[config.mk]
export PLATFORM = sky130hd
export DESIGN_NAME = mbx_doorbell
export DESIGN_NICKNAME = d
export VERILOG_FILES = /design/src/rtl/mbx_pkg.sv /design/src/rtl/mbx_ctrl.sv /design/src/rtl/mbx_datapath.sv /design/src/rtl/mbx_doorbell.sv
export SDC_FILE = /design/constraint.sdc
export NUM_CORES = 1
export LEC_CHECK = 0
export BUFFER_PORTS_ARGS = -buffer_cell sky130_fd_sc_hd__buf_2
export CAP_MARGIN = 20
export CORE_ASPECT_RATIO = 1.4
export CORE_MARGIN = 5
export CORE_UTILIZATION = 59
export DETAILED_ROUTE_END_ITERATION = 6
export PLACE_DENSITY = 0.91
export SKIP_LAST_GASP = 1
export SLEW_MARGIN = 25
export SYNTH_ARGS = -nofsm -noshare
export SYNTH_HDL_FRONTEND = slang
export SYNTH_SLANG_ARGS = --single-unit
[constraint.sdc]
create_clock -name clk -period 2.16 [get_ports clk]
set_input_delay 0.324 -clock clk [delete_from_list [all_inputs] [get_ports clk]]
set_output_delay 0.324 -clock clk [all_outputs]
set_load 0.03 [all_outputs]
[src/rtl/mbx_pkg.sv]
`timescale 1ns/1ps
package mbx_pkg;

  // Width of the core selector carried in a strobe (up to 16 cores)
  localparam int CORE_SEL_W = 4;

  typedef enum logic [1:0] {
    WIN_NONE = 2'd0,
    WIN_SET  = 2'd1,
    WIN_CLR  = 2'd2,
    WIN_EN   = 2'd3
  } winSel_e;

  // One decoded bus access, handed from control to datapath
  typedef struct packed {
    logic                  valid;
    logic                  isWrite;
    winSel_e               win;
    logic [CORE_SEL_W-1:0] core;
  } busStrobe_t;

endpackage

[src/rtl/mbx_ctrl.sv]
`timescale 1ns/1ps
module mbx_ctrl
  import mbx_pkg::*;
#(
  parameter int NUM_CORES   = 4,
  parameter int ADDR_W      = 8,
  parameter int SET_BASE    = 'h00,
  parameter int CLR_BASE    = 'h40,
  parameter int EN_BASE     = 'h80,
  parameter int CORE_STRIDE = 16,
  parameter int EN_STRIDE   = 4
)(
  input  logic              clk,
  input  logic              rstN,
  input  logic              busValid,
  input  logic              busWrite,
  input  logic [ADDR_W-1:0] busAddr,
  output busStrobe_t        strobe
);

  always_comb begin
    strobe         = '0;
    strobe.win     = WIN_NONE;
    strobe.valid   = busValid;
    strobe.isWrite = busWrite;
    if (busValid) begin
      for (int c = 0; c < NUM_CORES; c++) begin
        if (busAddr == ADDR_W'(SET_BASE + c * CORE_STRIDE)) begin
          strobe.win  = WIN_SET;
          strobe.core = CORE_SEL_W'(c);
        end
        if (busAddr == ADDR_W'(CLR_BASE + c * CORE_STRIDE)) begin
          strobe.win  = WIN_CLR;
          strobe.core = CORE_SEL_W'(c);
        end
        if (busAddr == ADDR_W'(EN_BASE + c * EN_STRIDE)) begin
          strobe.win  = WIN_EN;
          strobe.core = CORE_SEL_W'(c);
        end
      end
    end
  end

  // a decoded window never names a core that does not exist
  assert_core_range_R8: assert property (@(posedge clk) disable iff (!rstN)
    (strobe.win != WIN_NONE) |-> (int'(strobe.core) < NUM_CORES));

  // nothing is decoded without a request
  assert_no_ghost_R8: assert property (@(posedge clk) disable iff (!rstN)
    (!busValid) |-> (strobe.win == WIN_NONE));

endmodule

[src/rtl/mbx_datapath.sv]
`timescale 1ns/1ps
module mbx_datapath
  import mbx_pkg::*;
#(
  parameter int NUM_CORES = 4,
  parameter int NUM_PORTS = 2,
  parameter int MBX_W     = 32,
  localparam int IDX_W    = $clog2(MBX_W)
)(
  input  logic                       clk,
  input  logic                       rstN,
  input  busStrobe_t                 strobes [NUM_PORTS],
  input  logic [NUM_PORTS*MBX_W-1:0] wdata,
  output logic [NUM_PORTS*MBX_W-1:0] rdata,
  output logic [NUM_CORES-1:0]       irqOut,
  output logic [NUM_CORES*IDX_W-1:0] nextIdx
);

  logic [MBX_W-1:0] mbxQ    [NUM_CORES];
  logic             enQ     [NUM_CORES];
  logic             enNext  [NUM_CORES];
  logic             enWr    [NUM_CORES];
  logic [MBX_W-1:0] setMask [NUM_CORES];
  logic [MBX_W-1:0] clrMask [NUM_CORES];
  logic [MBX_W-1:0] rdNext  [NUM_PORTS];

  function automatic logic [IDX_W-1:0] lowestSet(input logic [MBX_W-1:0] v);
    lowestSet = '0;
    for (int b = MBX_W - 1; b >= 0; b--) begin
      if (v[b]) lowestSet = IDX_W'(b);
    end
  endfunction

  // Merge write strobes from all ports; port 0 is applied last so it wins enables
  always_comb begin
    for (int c = 0; c < NUM_CORES; c++) begin
      setMask[c] = '0;
      clrMask[c] = '0;
      enWr[c]    = 1'b0;
      enNext[c]  = enQ[c];
      for (int p = NUM_PORTS - 1; p >= 0; p--) begin
        if (strobes[p].valid && strobes[p].isWrite &&
            strobes[p].core == CORE_SEL_W'(c)) begin
          case (strobes[p].win)
            WIN_SET: setMask[c] = setMask[c] | wdata[p*MBX_W +: MBX_W];
            WIN_CLR: clrMask[c] = clrMask[c] | wdata[p*MBX_W +: MBX_W];
            WIN_EN: begin
              enNext[c] = wdata[p*MBX_W];
              enWr[c]   = 1'b1;
            end
            default: ;
          endcase
        end
      end
    end
  end

  // Read mux: clear window shows the mailbox, enable window shows the flag
  always_comb begin
    for (int p = 0; p < NUM_PORTS; p++) begin
      rdNext[p] = '0;
      if (strobes[p].valid && !strobes[p].isWrite) begin
        for (int c = 0; c < NUM_CORES; c++) begin
          if (strobes[p].core == CORE_SEL_W'(c)) begin
            if (strobes[p].win == WIN_CLR) rdNext[p] = mbxQ[c];
            if (strobes[p].win == WIN_EN)  rdNext[p] = MBX_W'(enQ[c]);
          end
        end
      end
    end
  end

  always_ff @(posedge clk or negedge rstN) begin
    if (!rstN) begin
      for (int c = 0; c < NUM_CORES; c++) begin
        mbxQ[c] <= '0;
        enQ[c]  <= 1'b0;
      end
      rdata <= '0;
    end else begin
      for (int c = 0; c < NUM_CORES; c++) begin
        // set after clear: overlapping bits stay set
        mbxQ[c] <= (mbxQ[c] & ~clrMask[c]) | setMask[c];
        enQ[c]  <= enNext[c];
      end
      for (int p = 0; p < NUM_PORTS; p++) begin
        rdata[p*MBX_W +: MBX_W] <= rdNext[p];
      end
    end
  end

  for (genvar c = 0; c < NUM_CORES; c++) begin : g_core
    assign irqOut[c]                   = enQ[c] & (|mbxQ[c]);
    assign nextIdx[c*IDX_W +: IDX_W]   = lowestSet(mbxQ[c]);

    // every posted bit is present after the edge, whatever was cleared
    assert_set_lands_R5: assert property (@(posedge clk) disable iff (!rstN)
      (|setMask[c]) |=> ((mbxQ[c] & $past(setMask[c])) == $past(setMask[c])));

    // with no clear, no pending bit disappears
    assert_hold_without_clear_R4: assert property (@(posedge clk) disable iff (!rstN)
      (clrMask[c] == '0) |=> ((mbxQ[c] & $past(mbxQ[c])) == $past(mbxQ[c])));

    // interrupt rises only after a post or an enable write
    assert_irq_rise_cause_R6: assert property (@(posedge clk) disable iff (!rstN)
      $rose(irqOut[c]) |-> $past((|setMask[c]) || enWr[c]));

    // interrupt drops only after a clear or an enable write
    assert_irq_fall_cause_R6: assert property (@(posedge clk) disable iff (!rstN)
      $fell(irqOut[c]) |-> $past((|clrMask[c]) || enWr[c]));
  end

endmodule

[src/rtl/mbx_doorbell.sv]
`timescale 1ns/1ps
module mbx_doorbell
  import mbx_pkg::*;
#(
  parameter int NUM_CORES   = 4,
  parameter int NUM_PORTS   = 2,
  parameter int MBX_W       = 32,
  parameter int ADDR_W      = 8,
  parameter int SET_BASE    = 'h00,
  parameter int CLR_BASE    = 'h40,
  parameter int EN_BASE     = 'h80,
  parameter int CORE_STRIDE = 16,
  parameter int EN_STRIDE   = 4,
  localparam int IDX_W      = $clog2(MBX_W)
)(
  input  logic                        clk,
  input  logic                        rstN,
  input  logic [NUM_PORTS-1:0]        busValid,
  input  logic [NUM_PORTS-1:0]        busWrite,
  input  logic [NUM_PORTS*ADDR_W-1:0] busAddr,
  input  logic [NUM_PORTS*MBX_W-1:0]  busWdata,
  output logic [NUM_PORTS*MBX_W-1:0]  busRdata,
  output logic [NUM_CORES-1:0]        irqOut,
  output logic [NUM_CORES*IDX_W-1:0]  nextIdx
);

  busStrobe_t strobes [NUM_PORTS];

  for (genvar p = 0; p < NUM_PORTS; p++) begin : g_port
    mbx_ctrl #(
      .NUM_CORES  (NUM_CORES),
      .ADDR_W     (ADDR_W),
      .SET_BASE   (SET_BASE),
      .CLR_BASE   (CLR_BASE),
      .EN_BASE    (EN_BASE),
      .CORE_STRIDE(CORE_STRIDE),
      .EN_STRIDE  (EN_STRIDE)
    ) u_ctrl (
      .clk     (clk),
      .rstN    (rstN),
      .busValid(busValid[p]),
      .busWrite(busWrite[p]),
      .busAddr (busAddr[p*ADDR_W +: ADDR_W]),
      .strobe  (strobes[p])
    );

    // read data is zero in any cycle that does not follow a read
    assert_rd_quiet_R3: assert property (@(posedge clk) disable iff (!rstN)
      !(busValid[p] && !busWrite[p]) |=> (busRdata[p*MBX_W +: MBX_W] == '0));
  end

  mbx_datapath #(
    .NUM_CORES(NUM_CORES),
    .NUM_PORTS(NUM_PORTS),
    .MBX_W    (MBX_W)
  ) u_dp (
    .clk    (clk),
    .rstN   (rstN),
    .strobes(strobes),
    .wdata  (busWdata),
    .rdata  (busRdata),
    .irqOut (irqOut),
    .nextIdx(nextIdx)
  );

endmodule

==> impl_metrics.tcl, run 1 <==
set metrics [dict create \
    row_count 62 \
    die_w_um 131.7 \
    grt_max_degree 61 \
    dpl.hpwl_mm 44.66 \
    stop_stage "global routing (5_1_grt)" \
    synth_edf_count 0 \
    synthCells 1415 \
    io_pins 174 \
    fp.dieH_um 180.4 \
    ys_warn_count 0 \
    synth_cell_types 59 \
    grt_use_total 0.8102 \
    grt_pass1_wl_mm 149.4 \
    place.gp.congestion 1.256 \
    synth_flop_cell "dfrtp_1" \
    synth-seq-cells 196 \
    stop_error "[ERROR GRT-0116] Global routing finished with congestion. Check the congestion regions in the DRC Viewer." \
    syn_avg_cell_area_um2 8.652 \
    yosysTopAreaCellShare 0.4006 \
    cts_buffers 17 \
    grt_pass1_vias 21860 \
    yosysTopAreaCell "dfrtp_1" \
    dpl_worst_slack_ns -0.5116 \
    h-tree-depth 4 \
    syn_area_mm2 0.01224 \
    clockBufferDepth 2 \
    ys_async_sr_fraction 1.000 \
    dpl_cell_area_mm2 0.01590 \
    clockRootBuffer "clkbuf_16" \
    portBuffers 173 \
    seq_area_frac_synth 0.4006 \
    initial_utilization 0.5978 \
    overflow 268 \
    synth_area_leaders "dfrtp_1, nand2_1, a22oi_1" \
    status "did not finish" \
    synth_nets 1501 \
    clkSinkCount 196 \
]
[Yosys cell counts (all sizes together) (3+ instances only)]
library cell and n:
nand4 5, o41a 4, o221ai 69, a31oi 25, a222oi 20, a311oi 4
a211oi 16, a221oi 41, and2 4, nor2 92, nand2 247, nand2b 9
a22o 6, o31ai 8, nor4b 5, a2111oi 5, o21ai 47, a21oi 74
o21a 7, mux2 16, o311ai 5, or2 3, o22ai 13, buf 22
a221o 32, clkbuf 80, mux2i 12, o2111ai 3, o211ai 31, inv 57
and3 15, a22oi 116, nor3 24, or4 4, dfrtp 196, nor4 29
nand3 50
[timing repair]
item / CTS
resized for setup: 214
endpoints found under the setup margin: 52
cloned: 2
buffers inserted: 36
hold endpoints to repair: 55
pin swaps: 72
hold buffers: 1
[metal layers]
metal | overflow | global-route usage
met4 | 90 | 0.7760
met2 | 151 | 0.9400
met3 | 12 | 0.7260
met5 | 1 | 0.4177
met1 | 14 | 0.7989
[logic make-up after synthesis]
group,synth area share
compound gates,0.3390
mux,0.02453
buf+inv,0.05222
flops,0.4006
simple gates,0.1836
[through the flow]
stage / hold slack, ns / setup TNS [ns] / std cells
after CTS: 0.1304 / -7.620 / 2132
after detailed placement: 0.3364 / -56.85 / 2064
after global placement: 0.3405 / -43.83 / 2064
after floorplan: 0.02841 / -6.995 / 1415
==> inputs of run 2 (changes only) <==
--- a/config.mk
+++ b/config.mk
@@ -7,11 +7,10 @@
 export LEC_CHECK = 0
 export BUFFER_PORTS_ARGS = -buffer_cell sky130_fd_sc_hd__buf_2
 export CAP_MARGIN = 20
-export CORE_ASPECT_RATIO = 1.4
 export CORE_MARGIN = 5
-export CORE_UTILIZATION = 59
+export CORE_UTILIZATION = 40
 export DETAILED_ROUTE_END_ITERATION = 6
-export PLACE_DENSITY = 0.91
+export PLACE_DENSITY_LB_ADDON = 0.15
 export SKIP_LAST_GASP = 1
 export SLEW_MARGIN = 25
 export SYNTH_ARGS = -nofsm -noshare
==> impl_metrics.tcl, run 2 <==
set metrics [dict create \
    status "finished with violations" \
    failed_checks "design-rule violations, negative setup slack" \
    routed_wl_mm 66.32 \
    nNetsFinal 2024 \
    row_count 64 \
    worstSetupStartpoint "u_dp.mbxQ[124]" \
    fmax_ghz 0.3636 \
    grt_antenna_before_repair 0 \
    tns_ns -8.610 \
    crit_fanout 2 \
    portBuffers 173 \
    regMostFlops "u_dp.mbxQ" \
    core_area_mm2 0.03043 \
    worstHoldStart "busWrite[0]" \
    area_growth_pct 53.26 \
    min_period_over_period 1.273 \
    largest_reg_flops 128 \
    syn_area_mm2 0.01224 \
    rsz0062_at_grt "true" \
    clockBufferDepth 2 \
    syn_avg_cell_area_um2 8.652 \
    fillCellCount 2696 \
    fin_worst_skew_ns 0.01388 \
    antenna_left 0 \
    drv_slew 0 \
    seq_area_frac_synth 0.4006 \
    clock_latency_ns 0.47 \
    synth_flop_cell "dfrtp_1" \
    ys_async_sr_fraction 1.000 \
    cts_tree "built" \
    clkTransAtPathRegs_ns 0.07 \
    end_kind "primary output" \
    cts_buffers 17 \
    overflow 0 \
    grt_pass1_vias 14900 \
    max_cap_violations 0 \
    postLayoutCellArea_mm2 0.01876 \
    irDropWorstVdd_uv 536.7 \
    worstSetupPathType "reg2out" \
    synth_most_common_cell "nand2_1" \
    grt_use_total 0.3762 \
    dpl.hpwl_mm 48.28 \
    max_stage_delay_ns 0.42 \
    setup_viol 25 \
    drc_errors 44 \
    ys_warn_count 0 \
    final_common_cell "buf_4" \
    h-tree-depth 4 \
    mostFrequentLayoutCells "buf_4, nand2_1, dfrtp_1" \
    slew_headroom 0.4630 \
    crit_chain "o311ai_2 > buf_4 > a311oi_1 > o311ai_1 > buf_4 > nand4_1 > a31oi_2 > buf_6" \
    p_leak_nw 8.950 \
    place.gp.congestion 1.015 \
    yosys-top-cells-count "nand2_1, dfrtp_1, a22oi_1" \
    synth_area_leaders "dfrtp_1, nand2_1, a22oi_1" \
    drive_gt1_frac 0.4308 \
    synth_cell_types 59 \
    start_kind "flip-flop" \
    path_buf_inv 3 \
    yosysTopAreaCellShare 0.4006 \
    dpl_cell_area_mm2 0.01656 \
    worst_pin_slew_ns 0.8019 \
    hold_viol 0 \
    die_area_mm2 0.03421 \
    initial_utilization 0.4023 \
    num_vias 15690 \
    slowest_stage "dfrtp_1" \
    synth-seq-cells 196 \
    r2r-start "u_dp.mbxQ[16]" \
    clockRootBuffer "clkbuf_16" \
    cp_top_family "compound AO/OA/AOI/OAI gates" \
    die_w_um 185.0 \
    io_pins 174 \
    power.density_mw_per_mm2 425.9 \
    cpMostUsedCell "buf_4" \
    fp.dieH_um 185.0 \
    grt_max_degree 58 \
    grt_pass1_wl_mm 96.15 \
    largestRegisters "u_dp.mbxQ: 128 flops, u_dp.rdata: 64 flops, u_dp.enQ: 4 flops" \
    diodes 0 \
    worst_slack_ns -0.5906 \
    avgRoutedWirePerCell_um 28.27 \
    required_ns 1.84 \
    hp-class "in2reg" \
    crit_arrival_ns 2.43 \
    synthCells 1415 \
    vias_per_cell 6.687 \
    yosysTopAreaCell "dfrtp_1" \
    synth_edf_count 0 \
    clkSinkCount 196 \
    drt-pass1-iter-count 7 \
    min_period_ns 2.751 \
    synth_nets 1501 \
    first_iter_violations 2449 \
]
==> run 2: cell counts after synthesis <==
No cell type changed its count.
==> run 2: worst paths after layout <==
path                            cells after the start  slack (ns)             end
worst max-delay path                                8       -0.59      nextIdx[1]
max in group asynchronous                           3        1.00   u_dp.mbxQ[11]
worst max register to register                      7        0.46  u_dp.rdata[48]
worst min-delay path                                2        0.13   u_dp.rdata[0]
worst min register to register                      2        0.61   u_dp.mbxQ[14]
min in group asynchronous                           2        0.40  u_dp.rdata[28]
==> run 2: area by class of cell <==
| cell class | instances | area [µm²] | area share |
|---|---|---|---|
| Clock inverter | 11 | 102.6 | 0.005468 |
| Timing Repair Buffer | 606 | 4811 | 0.2564 |
| Clock buffer | 20 | 446.7 | 0.02380 |
| Inverter | 57 | 214.0 | 0.01140 |
| Sequential cell | 196 | 4927 | 0.2626 |
| Multi-Input combinational cell | 1060 | 7767 | 0.4140 |
| Tap cell | 396 | 495.5 | 0.02641 |
==> run 2: logic make-up after synthesis <==
group	Yosys count	synth area share
AO/OA/AOI/OAI	532	0.3390
AND/OR/NAND/NOR	500	0.1836
flip-flops	196	0.4006
buffers and inverters	159	0.05222
multiplexers	28	0.02453
==> run 2: stage by stage <==
stage                     power, mW    util  hold slack [ns]  setup WS [ns]  std cells
final                         7.992  0.6167           0.1252        -0.5906       2346
after global routing          8.235  0.6167           0.1264        -0.6718       2346
after CTS                     7.956  0.5962           0.1065        -0.5850       2320
after detailed placement      4.785  0.5444           0.3400        -0.7175       2263
after global placement        4.779  0.5443           0.3360        -0.7478       2263
after floorplan               4.162       -          0.02841        -0.1625       1415
==> run 2: power breakdown <==
group | internal [mW] | switching, mW
combinational | 0.429 | 0.626
sequential | 3.72 | 0.0544
clock | 1.62 | 1.54
total | 5.77 | 2.22
==> run 2: metal layers <==
layer | GRT usage | wire length (µm) | part of all wire | vias to the layer above
li1 | - | - | - | 6575
met3 | 0.09348 | 8644 | 0.13 | 255
met2 | 0.5483 | 27880 | 0.42 | 1285
met4 | 0.1474 | 3366 | 0.051 | 0
met5 | 0 | 0 | 0 | -
met1 | 0.5386 | 26430 | 0.40 | 7572
==> run 2: timing repair <==
item | CTS | global route
hold endpoints to repair | 50 | 0
gates cloned | 0 | 2
hold buffers | 1 | 0
pin swaps | 62 | 59
resized for setup | 199 | 78
buffers inserted | 31 | 26
endpoints found under the setup margin | 24 | 87
Power figures use the tool's default switching activity.
